### config.mk
export PLATFORM = sky130hd
export DESIGN_NAME = seg_xlate
export DESIGN_NICKNAME = d
export VERILOG_FILES = /design/src/rtl/seg_xlate_pkg.sv /design/src/rtl/seg_xlate_table.sv /design/src/rtl/seg_xlate_check.sv /design/src/rtl/seg_xlate.sv
export SDC_FILE = /design/constraint.sdc
export NUM_CORES = 2
export LEC_CHECK = 0
export BUFFER_PORTS_ARGS = -buffer_cell sky130_fd_sc_hd__buf_2
export CORE_MARGIN = 1
export CORE_UTILIZATION = 35
export CTS_BUF_LIST = sky130_fd_sc_hd__clkbuf_8
export CTS_CLUSTER_DIAMETER = 100
export CTS_CLUSTER_SIZE = 14
export DETAILED_ROUTE_END_ITERATION = 8
export GPL_ROUTABILITY_DRIVEN = 0
export HOLD_SLACK_MARGIN = 0.15
export PLACE_DENSITY_LB_ADDON = 0.12
export SLEW_MARGIN = 20
export SYNTH_ARGS = -nofsm -noshare
export SYNTH_HDL_FRONTEND = slang
export SYNTH_SLANG_ARGS = --single-unit
export TNS_END_PERCENT = 20
### constraint.sdc
create_clock -name clk -period 7.95 [get_ports clk]
set_clock_uncertainty 0.15 [all_clocks]
set_input_delay 1.59 -clock clk [delete_from_list [all_inputs] [get_ports clk]]
set_output_delay 1.59 -clock clk [all_outputs]
set_load 0.1 [all_outputs]
### src/rtl/seg_xlate_pkg.sv
package seg_xlate_pkg;

  typedef enum logic [1:0] {
    ACC_READ  = 2'b00,
    ACC_WRITE = 2'b01,
    ACC_FETCH = 2'b10,
    ACC_RSVD  = 2'b11
  } acc_e;

  typedef enum logic [1:0] {
    CAUSE_NONE    = 2'b00,
    CAUSE_INVALID = 2'b01,
    CAUSE_BOUND   = 2'b10,
    CAUSE_PERM    = 2'b11
  } cause_e;

  localparam int PERM_W   = 3;
  localparam int PERM_RD  = 0;
  localparam int PERM_WR  = 1;
  localparam int PERM_EX  = 2;

  // Flag needed for a given access type; the reserved code never matches
  function automatic logic perm_allows(input logic [1:0] acc,
                                       input logic [PERM_W-1:0] perm);
    logic ok;
    case (acc)
      ACC_READ:  ok = perm[PERM_RD];
      ACC_WRITE: ok = perm[PERM_WR];
      ACC_FETCH: ok = perm[PERM_EX];
      default:   ok = 1'b0;
    endcase
    return ok;
  endfunction

endpackage

### src/rtl/seg_xlate_table.sv
module seg_xlate_table #(
  parameter int SEG_W = 4,
  parameter int PA_W  = 24,
  parameter int LEN_W = 17
) (
  input  logic                            clk,
  input  logic                            rst_n,
  input  logic                            wr_en,
  input  logic [SEG_W-1:0]                wr_seg,
  input  logic                            wr_ent_valid,
  input  logic [PA_W-1:0]                 wr_base,
  input  logic [LEN_W-1:0]                wr_len,
  input  logic [seg_xlate_pkg::PERM_W-1:0] wr_perm,
  input  logic [SEG_W-1:0]                rd_seg,
  output logic                            rd_valid,
  output logic [PA_W-1:0]                 rd_base,
  output logic [LEN_W-1:0]                rd_len,
  output logic [seg_xlate_pkg::PERM_W-1:0] rd_perm
);
  localparam int NSEG = 1 << SEG_W;
  localparam int PW   = seg_xlate_pkg::PERM_W;

  logic [NSEG-1:0]            valid_a;
  logic [NSEG-1:0][PA_W-1:0]  base_a;
  logic [NSEG-1:0][LEN_W-1:0] len_a;
  logic [NSEG-1:0][PW-1:0]    perm_a;

  for (genvar g = 0; g < NSEG; g++) begin : g_ent
    logic             sel;
    logic             v_q;
    logic [PA_W-1:0]  b_q;
    logic [LEN_W-1:0] l_q;
    logic [PW-1:0]    p_q;

    assign sel = wr_en && (wr_seg == SEG_W'(g));

    always_ff @(posedge clk) begin
      if (!rst_n) begin
        v_q <= 1'b0;
        b_q <= '0;
        l_q <= '0;
        p_q <= '0;
      end else if (sel) begin
        v_q <= wr_ent_valid;
        b_q <= wr_base;
        l_q <= wr_len;
        p_q <= wr_perm;
      end
    end

    assign valid_a[g] = v_q;
    assign base_a[g]  = b_q;
    assign len_a[g]   = l_q;
    assign perm_a[g]  = p_q;
  end

  assign rd_valid = valid_a[rd_seg];
  assign rd_base  = base_a[rd_seg];
  assign rd_len   = len_a[rd_seg];
  assign rd_perm  = perm_a[rd_seg];

endmodule

### src/rtl/seg_xlate_check.sv
module seg_xlate_check #(
  parameter int OFF_W = 16,
  parameter int PA_W  = 24,
  parameter int LEN_W = 17
) (
  input  logic                             ent_valid,
  input  logic [PA_W-1:0]                  ent_base,
  input  logic [LEN_W-1:0]                 ent_len,
  input  logic [seg_xlate_pkg::PERM_W-1:0] ent_perm,
  input  logic [OFF_W-1:0]                 off,
  input  logic [1:0]                       acc,
  output logic                             flt_invalid,
  output logic                             flt_bound,
  output logic                             flt_perm,
  output logic                             fault,
  output logic [1:0]                       cause,
  output logic [PA_W-1:0]                  paddr
);
  import seg_xlate_pkg::*;

  localparam int SUM_W = PA_W + 1;

  // Wide sum so a carry out of the physical range is visible
  function automatic logic [SUM_W-1:0] wide_sum(input logic [PA_W-1:0] b,
                                               input logic [OFF_W-1:0] o);
    return {1'b0, b} + SUM_W'(o);
  endfunction

  function automatic logic past_limit(input logic [OFF_W-1:0] o,
                                      input logic [LEN_W-1:0] l);
    return LEN_W'(o) >= l;
  endfunction

  logic [SUM_W-1:0] sum;
  logic             carry;

  assign sum         = wide_sum(ent_base, off);
  assign carry       = sum[PA_W];
  assign flt_invalid = !ent_valid;
  assign flt_bound   = past_limit(off, ent_len) || carry;
  assign flt_perm    = !perm_allows(acc, ent_perm);

  always_comb begin
    if (flt_invalid)      cause = CAUSE_INVALID;
    else if (flt_bound)   cause = CAUSE_BOUND;
    else if (flt_perm)    cause = CAUSE_PERM;
    else                  cause = CAUSE_NONE;
  end

  assign fault = (cause != CAUSE_NONE);
  assign paddr = fault ? '0 : sum[PA_W-1:0];

endmodule

### src/rtl/seg_xlate.sv
module seg_xlate #(
  parameter int SEG_W = 4,
  parameter int OFF_W = 16,
  parameter int PA_W  = 24,
  parameter int LEN_W = OFF_W + 1
) (
  input  logic             clk,
  input  logic             rst_n,
  input  logic             wr_en,
  input  logic [SEG_W-1:0] wr_seg,
  input  logic             wr_ent_valid,
  input  logic [PA_W-1:0]  wr_base,
  input  logic [LEN_W-1:0] wr_len,
  input  logic [2:0]       wr_perm,
  input  logic             req_valid,
  output logic             req_ready,
  input  logic [SEG_W-1:0] req_seg,
  input  logic [OFF_W-1:0] req_off,
  input  logic [1:0]       req_acc,
  output logic             rsp_valid,
  output logic [PA_W-1:0]  rsp_paddr,
  output logic             rsp_fault,
  output logic [1:0]       rsp_cause
);
  localparam int PW = seg_xlate_pkg::PERM_W;

  logic             acc_fire;
  logic             ent_valid;
  logic [PA_W-1:0]  ent_base;
  logic [LEN_W-1:0] ent_len;
  logic [PW-1:0]    ent_perm;
  logic             flt_invalid;
  logic             flt_bound;
  logic             flt_perm;
  logic             nxt_fault;
  logic [1:0]       nxt_cause;
  logic [PA_W-1:0]  nxt_paddr;

  // Writes own the cycle; requests wait one clock and then see the new entry
  assign req_ready = !wr_en;
  assign acc_fire  = req_valid && req_ready;

  seg_xlate_table #(
    .SEG_W(SEG_W), .PA_W(PA_W), .LEN_W(LEN_W)
  ) u_table (
    .clk          (clk),
    .rst_n        (rst_n),
    .wr_en        (wr_en),
    .wr_seg       (wr_seg),
    .wr_ent_valid (wr_ent_valid),
    .wr_base      (wr_base),
    .wr_len       (wr_len),
    .wr_perm      (wr_perm),
    .rd_seg       (req_seg),
    .rd_valid     (ent_valid),
    .rd_base      (ent_base),
    .rd_len       (ent_len),
    .rd_perm      (ent_perm)
  );

  seg_xlate_check #(
    .OFF_W(OFF_W), .PA_W(PA_W), .LEN_W(LEN_W)
  ) u_check (
    .ent_valid   (ent_valid),
    .ent_base    (ent_base),
    .ent_len     (ent_len),
    .ent_perm    (ent_perm),
    .off         (req_off),
    .acc         (req_acc),
    .flt_invalid (flt_invalid),
    .flt_bound   (flt_bound),
    .flt_perm    (flt_perm),
    .fault       (nxt_fault),
    .cause       (nxt_cause),
    .paddr       (nxt_paddr)
  );

  always_ff @(posedge clk) begin
    if (!rst_n) begin
      rsp_valid <= 1'b0;
      rsp_fault <= 1'b0;
      rsp_cause <= '0;
      rsp_paddr <= '0;
    end else begin
      rsp_valid <= acc_fire;
      if (acc_fire) begin
        rsp_fault <= nxt_fault;
        rsp_cause <= nxt_cause;
        rsp_paddr <= nxt_paddr;
      end
    end
  end

endmodule

# Word level (Yosys, flattened, before mapping)

Index checks and enable logic that the tools add are counted.

Flip-flop bits (word level): 748
Input port bits: 75
Output and inout port bits: 29

Eq/ne operators: 17
Reductions and logical operators: 22
Muxes and demuxes: 13
Magnitude comparators: 2
$add $sub $neg: 1

Operators by type and width:

| kind               | count |
|---|---|
| $bmux 24 s4        | 1 |
| $bmux 17 s4        | 1 |
| $mux 24            | 2 |
| $eq 4x4->1 const B | 8 |
| $add 24x16->25     | 1 |
| $ge 16x17->1       | 1 |
| $logic_and 1x1->1  | 17 |
| $mux 17            | 1 |
| $eq 4x3->1 const B | 4 |
| $bmux 3 s4         | 1 |
| $eq 4x2->1 const B | 2 |
| $mux 2             | 3 |
| $lt 4x5->1 const B | 1 |
| $bmux 1 s4         | 1 |
| $eq 4x1->1 const B | 1 |
| $logic_not 4->1    | 1 |
| $mux 3             | 1 |
| $pmux 1 s3         | 1 |
| $eq 2x1->1 const B | 1 |
| $eq 2x2->1 const B | 1 |
| $logic_not 2->1    | 1 |
| $reduce_bool 2->1  | 1 |
| $logic_not 1->1    | 1 |
| $logic_or 1x1->1   | 1 |
| $mux 1             | 1 |

# Depth between registers and ports, before layout

Depth in word-level cells: 8
Depth in mapped cells: 19

# Modules after synthesis

A second synthesis with hierarchy kept.

Cells, all modules: 4,125
Area total of the unflattened synthesis: 37,161.9 um^2

Modules (own cells, without submodules):

| module          | instances | cells each | area an instance (um^2) | sequential area each (um^2) |
|---|---|---|---|---|
| seg_xlate_table | 1         | 3,764      | 34,384.2                | 14,413.8 |
| seg_xlate_check | 1         | 240        | 1,630.3                 | 0.0 |
| seg_xlate       | 1         | 121        | 1,147.4                 | 560.5 |

# Worst setup path after synthesis

OpenSTA, ideal clock, no wires.

Kind: input -> register
Start point: input req_seg[0]
End point: register rsp_paddr[10]
Setup slack: 1,527 ps
Arrival: 6,211 ps
Stages: 19
Setup time: 62 ps
Required time: 7,738 ps
Path buffers: 6
Cells stage by stage: buf_6 > buf_6 > buf_6 > buf_1 > buf_2 > mux4_2 > mux4_2 > ha_1 > inv_1 > fa_1 > nor2b_1 > o221ai_1 > a21oi_1 > a41o_1 > a311oi_2 > nor4bb_2 > nor4_4 > buf_4 > a22o_1

Longest elaborated chain between the ends: 8

Ends and longest elaborated chain:

| what                                                  | line                                         | source |
|---|---|---|
| start: declaration                                    | seg_xlate.sv:17                              | `input logic [SEG_W-1:0] req_seg,` |
| $bmux 24 s4 (tied with other cells)                   | seg_xlate_table.sv:58                        | `assign rd_base = base_a[rd_seg];` |
| $mux 24 (implied by the code) (tied with other cells) | seg_xlate_table.sv:58                        |  |
| $add 24x16->25 (tied with other cells)                | seg_xlate_check.sv:26                        | `return {1'b0, b} + SUM_W'(o);` |
| $logic_or 1x1->1 / $mux 2 (equally long branches)     | seg_xlate_check.sv:40, seg_xlate_check.sv:46 |  |
| $mux 2                                                | seg_xlate_check.sv:45                        | `else if (flt_bound) cause = CAUSE_BOUND;` |
| $mux 2                                                | seg_xlate_check.sv:44                        | `if (flt_invalid) cause = CAUSE_INVALID;` |
| $reduce_bool 2->1                                     | seg_xlate_check.sv:50                        | `assign fault = (cause != CAUSE_NONE);` |
| $mux 24 (*)                                           | seg_xlate_check.sv:51                        | `assign paddr = fault ? '0 : sum[PA_W-1:0];` |
| end signal: assignment                                | seg_xlate.sv:89                              | `rsp_paddr <= nxt_paddr;` |
| end: declaration                                      | seg_xlate.sv:21                              | `output logic [PA_W-1:0] rsp_paddr,` |

Mark *: on every way between the ends. The rest lies on a longest branch, timed or not. The select of a mux whose other input is x is not followed.
A chain may end at the register's enable or synchronous reset.

# Worst setup path after layout

Start point: input req_seg[0]
End point: register rsp_paddr[1]

Same word-level chain as after synthesis.

==> impl_metrics.tcl <==
set metrics [dict create \
    drt-total-wl_mm 128 \
    end_kind "register" \
    grt_pass1_wl_mm 185 \
    syn2layout_area_growth_pct 6.59 \
    antenna_left 0 \
    synthesis.nets 3891 \
    grt_pass1_vias 25400 \
    startpoint_type "input pin" \
    post-dp-hpwl_mm 64.9 \
    ys_warn_count 0 \
    grt_max_degree 240 \
    globalRouteOverflowTotal 0 \
    setup_tns_ns 0 \
    synth_cell_types 52 \
    met3WireLength_mm 7.61 \
    rsz0062_at_grt "no" \
    clkLatencyLatePin_ns 0.78 \
    synth_top_area_share_pct 43.9 \
    clockBufferDepth 3 \
    via_per_inst 5.44 \
    cellPowerDensity_mw_per_mm2 176 \
    fp-row-count 114 \
    drt_iter0_drc 2662 \
    dp_worst_setup_slack_ns 1.43 \
    cts_sinks 748 \
    cap_violations 0 \
    antenna_found_initial 12 \
    postCtsHoldBufs 0 \
    tritoncts "done" \
    outcome "complete, no violations" \
    synth-edff-count 0 \
    critPathKind "in2reg" \
    period_share_pct 72.7 \
    ios 104 \
    yosys_register_bits 748 \
    ys_seq_area_share_pct 43.9 \
    synth.avg_cell_area_sq_um 9.02 \
    min_path_type "reg2reg" \
    ys.flop_type "dfxtp_1" \
    die_area_sq_mm 0.0987 \
    wl_met1_mm 61.5 \
    fin_nets 3738 \
    async_flop_share_pct 0 \
    maxSlewViolCount 0 \
    wl_per_cell_microns 26.1 \
    highest_layer "met5" \
    fmax_mhz 173 \
    start_util_pct 35.3 \
    path_clk_slew_ns 0.10 \
    yosysTopAreaCell "dfxtp_1" \
    fin_hold_ws_ns 0.315 \
    first_pass_iters 5 \
    layout_setup_ws_ns 2.17 \
    slew_headroom_pct 20.1 \
    hold_violations 0 \
    postCtsSetupBuffers 0 \
    vias 26700 \
    required_ns 8.48 \
    drive_gt1_share_pct 12.9 \
    cp_max_fo 40 \
    core_sq_mm 0.0966 \
    yosys-top-cells-count "1,469 x nand2_1, 748 x dfxtp_1, 720 x a21boi_0" \
    port_buffers 103 \
    die_width_microns 314 \
    gr-usage-all-layers_pct 25.7 \
    syn_area_sq_mm 0.0341 \
    drc 0 \
    peakVddDrop_mv 0.115 \
    worstPathArrival_ns 6.31 \
    synthCells 3783 \
    wl_met2_mm 56.6 \
    numCtsBuffers 59 \
    synth_most_common_cell "nand2_1" \
    fp.dieH_microns 314 \
    cts_resized 0 \
    leakage_nw 11.7 \
    fin_cells 4911 \
    setup_viol_count_final 0 \
    root_buffer "clkbuf_8" \
    tightest_slew_ns 1.20 \
    place_inst 4845 \
    min_period_ns 5.78 \
    synth.area.top_cells "dfxtp_1 44%, nand2_1 16%, a21boi_0 16%" \
    cts.htree.levels 2 \
]
[registers in the layout (all words and copies together), names as in the netlist]
register and flops:
u_table.g_ent.b_q 384, rsp_paddr 24, rsp_cause 2, u_table.g_ent.l_q 272, u_table.g_ent.p_q 48, rsp_valid 1
u_table.g_ent.v_q 16, rsp_fault 1
[metal layers]
| metal | GRT usage (%) | up-vias |
|---|---|---|
| li1 | - | 12300 |
| met1 | 38.3 | 13400 |
| met2 | 39.4 | 828 |
| met3 | 3.48 | 167 |
| met4 | 5.33 | 10 |
| met5 | 0 | - |
[critical path: stages]
cell and delay, ns:
buf_8 0.36, buf_12 0.39, mux4_2 0.56, mux4_2 0.52
ha_1 0.34, a21o_1 0.22, nor3_1 0.20, a21oi_1 0.16
a41o_1 0.33, a311oi_2 0.64, nor4bb_2 0.18, nor4_4 0.23
buf_4 0.34, a22o_1 0.17
[where the power goes]
group | internal [mW] | switching (mW)
logic | 0.189 | 0.374
registers | 3.79 | 0.0254
clock network | 0.677 | 1.33
[layout make-up]
type / instances / area [sq um]
clock inverters: 4 / 28.8
flip-flops and latches: 748 / 15000
inverters: 26 / 97.6
clock buffers: 60 / 826
diodes: 2 / 5.00
fillers: 9607 / 60200
multi-input cells: 2646 / 17900
repair buffers: 149 / 957
well taps: 1276 / 1600
[worst paths after layout]
| path | cells past startpoint | end | startpoint | slack [ns] |
|---|---|---|---|---|
| worst max-delay path | 14 | rsp_paddr[1] | req_seg[0] | 2.17 |
| worst max register to register | 14 | rsp_paddr[1] | u_table.g_ent[3].b_q[0] | 3.52 |
| worst min register to register | 2 | u_table.g_ent[13].b_q[18] | u_table.g_ent[13].b_q[18] | 0.32 |
| worst min-delay path | 2 | u_table.g_ent[13].b_q[18] | u_table.g_ent[13].b_q[18] | 0.32 |
[logic make-up (layout without fill, tap and decap cells)]
| family | count (synthesis) | count (layout) | synth area share, % |
|---|---|---|---|
| simple gates | 1556 | 1556 | 17.6 |
| compound gates | 818 | 818 | 18.0 |
| flops | 748 | 748 | 43.9 |
| buf+inv | 389 | 239 | 4.46 |
| mux | 219 | 219 | 14.3 |
| fa+ha+maj | 33 | 33 | 1.23 |
| xor+xnor | 20 | 20 | 0.513 |
| other cells | 0 | 2 | 0 |
[metrics by stage]
step,util (%),power (mW),instance area [sq um]
after global placement,36.7,4.46,35500
after floorplan,-,4.26,34100
after global routing,37.7,6.62,36400
after detailed placement,36.8,4.46,35500
final,37.7,6.39,36400
after CTS,37.6,6.44,36400
[layout by cell type (no fill, tap or decap), types with 6 or more instances in the layout]
cell / instances
inv_1: 26
nor2_4: 12
xnor2_1: 12
o21ai_0: 9
a22oi_1: 12
ha_1: 32
a21o_1: 9
a21boi_0: 720
nand2_4: 12
buf_2: 98
dfxtp_1: 748
nor2b_1: 11
a22o_1: 24
buf_4: 43
a211oi_1: 6
nand2_1: 1457
xor2_1: 8
clkbuf_8: 61
nand3_1: 6
nor2_1: 16
mux4_2: 216
nand2b_1: 7
a21oi_1: 18
No activity file was read; power rests on OpenSTA's default activity.
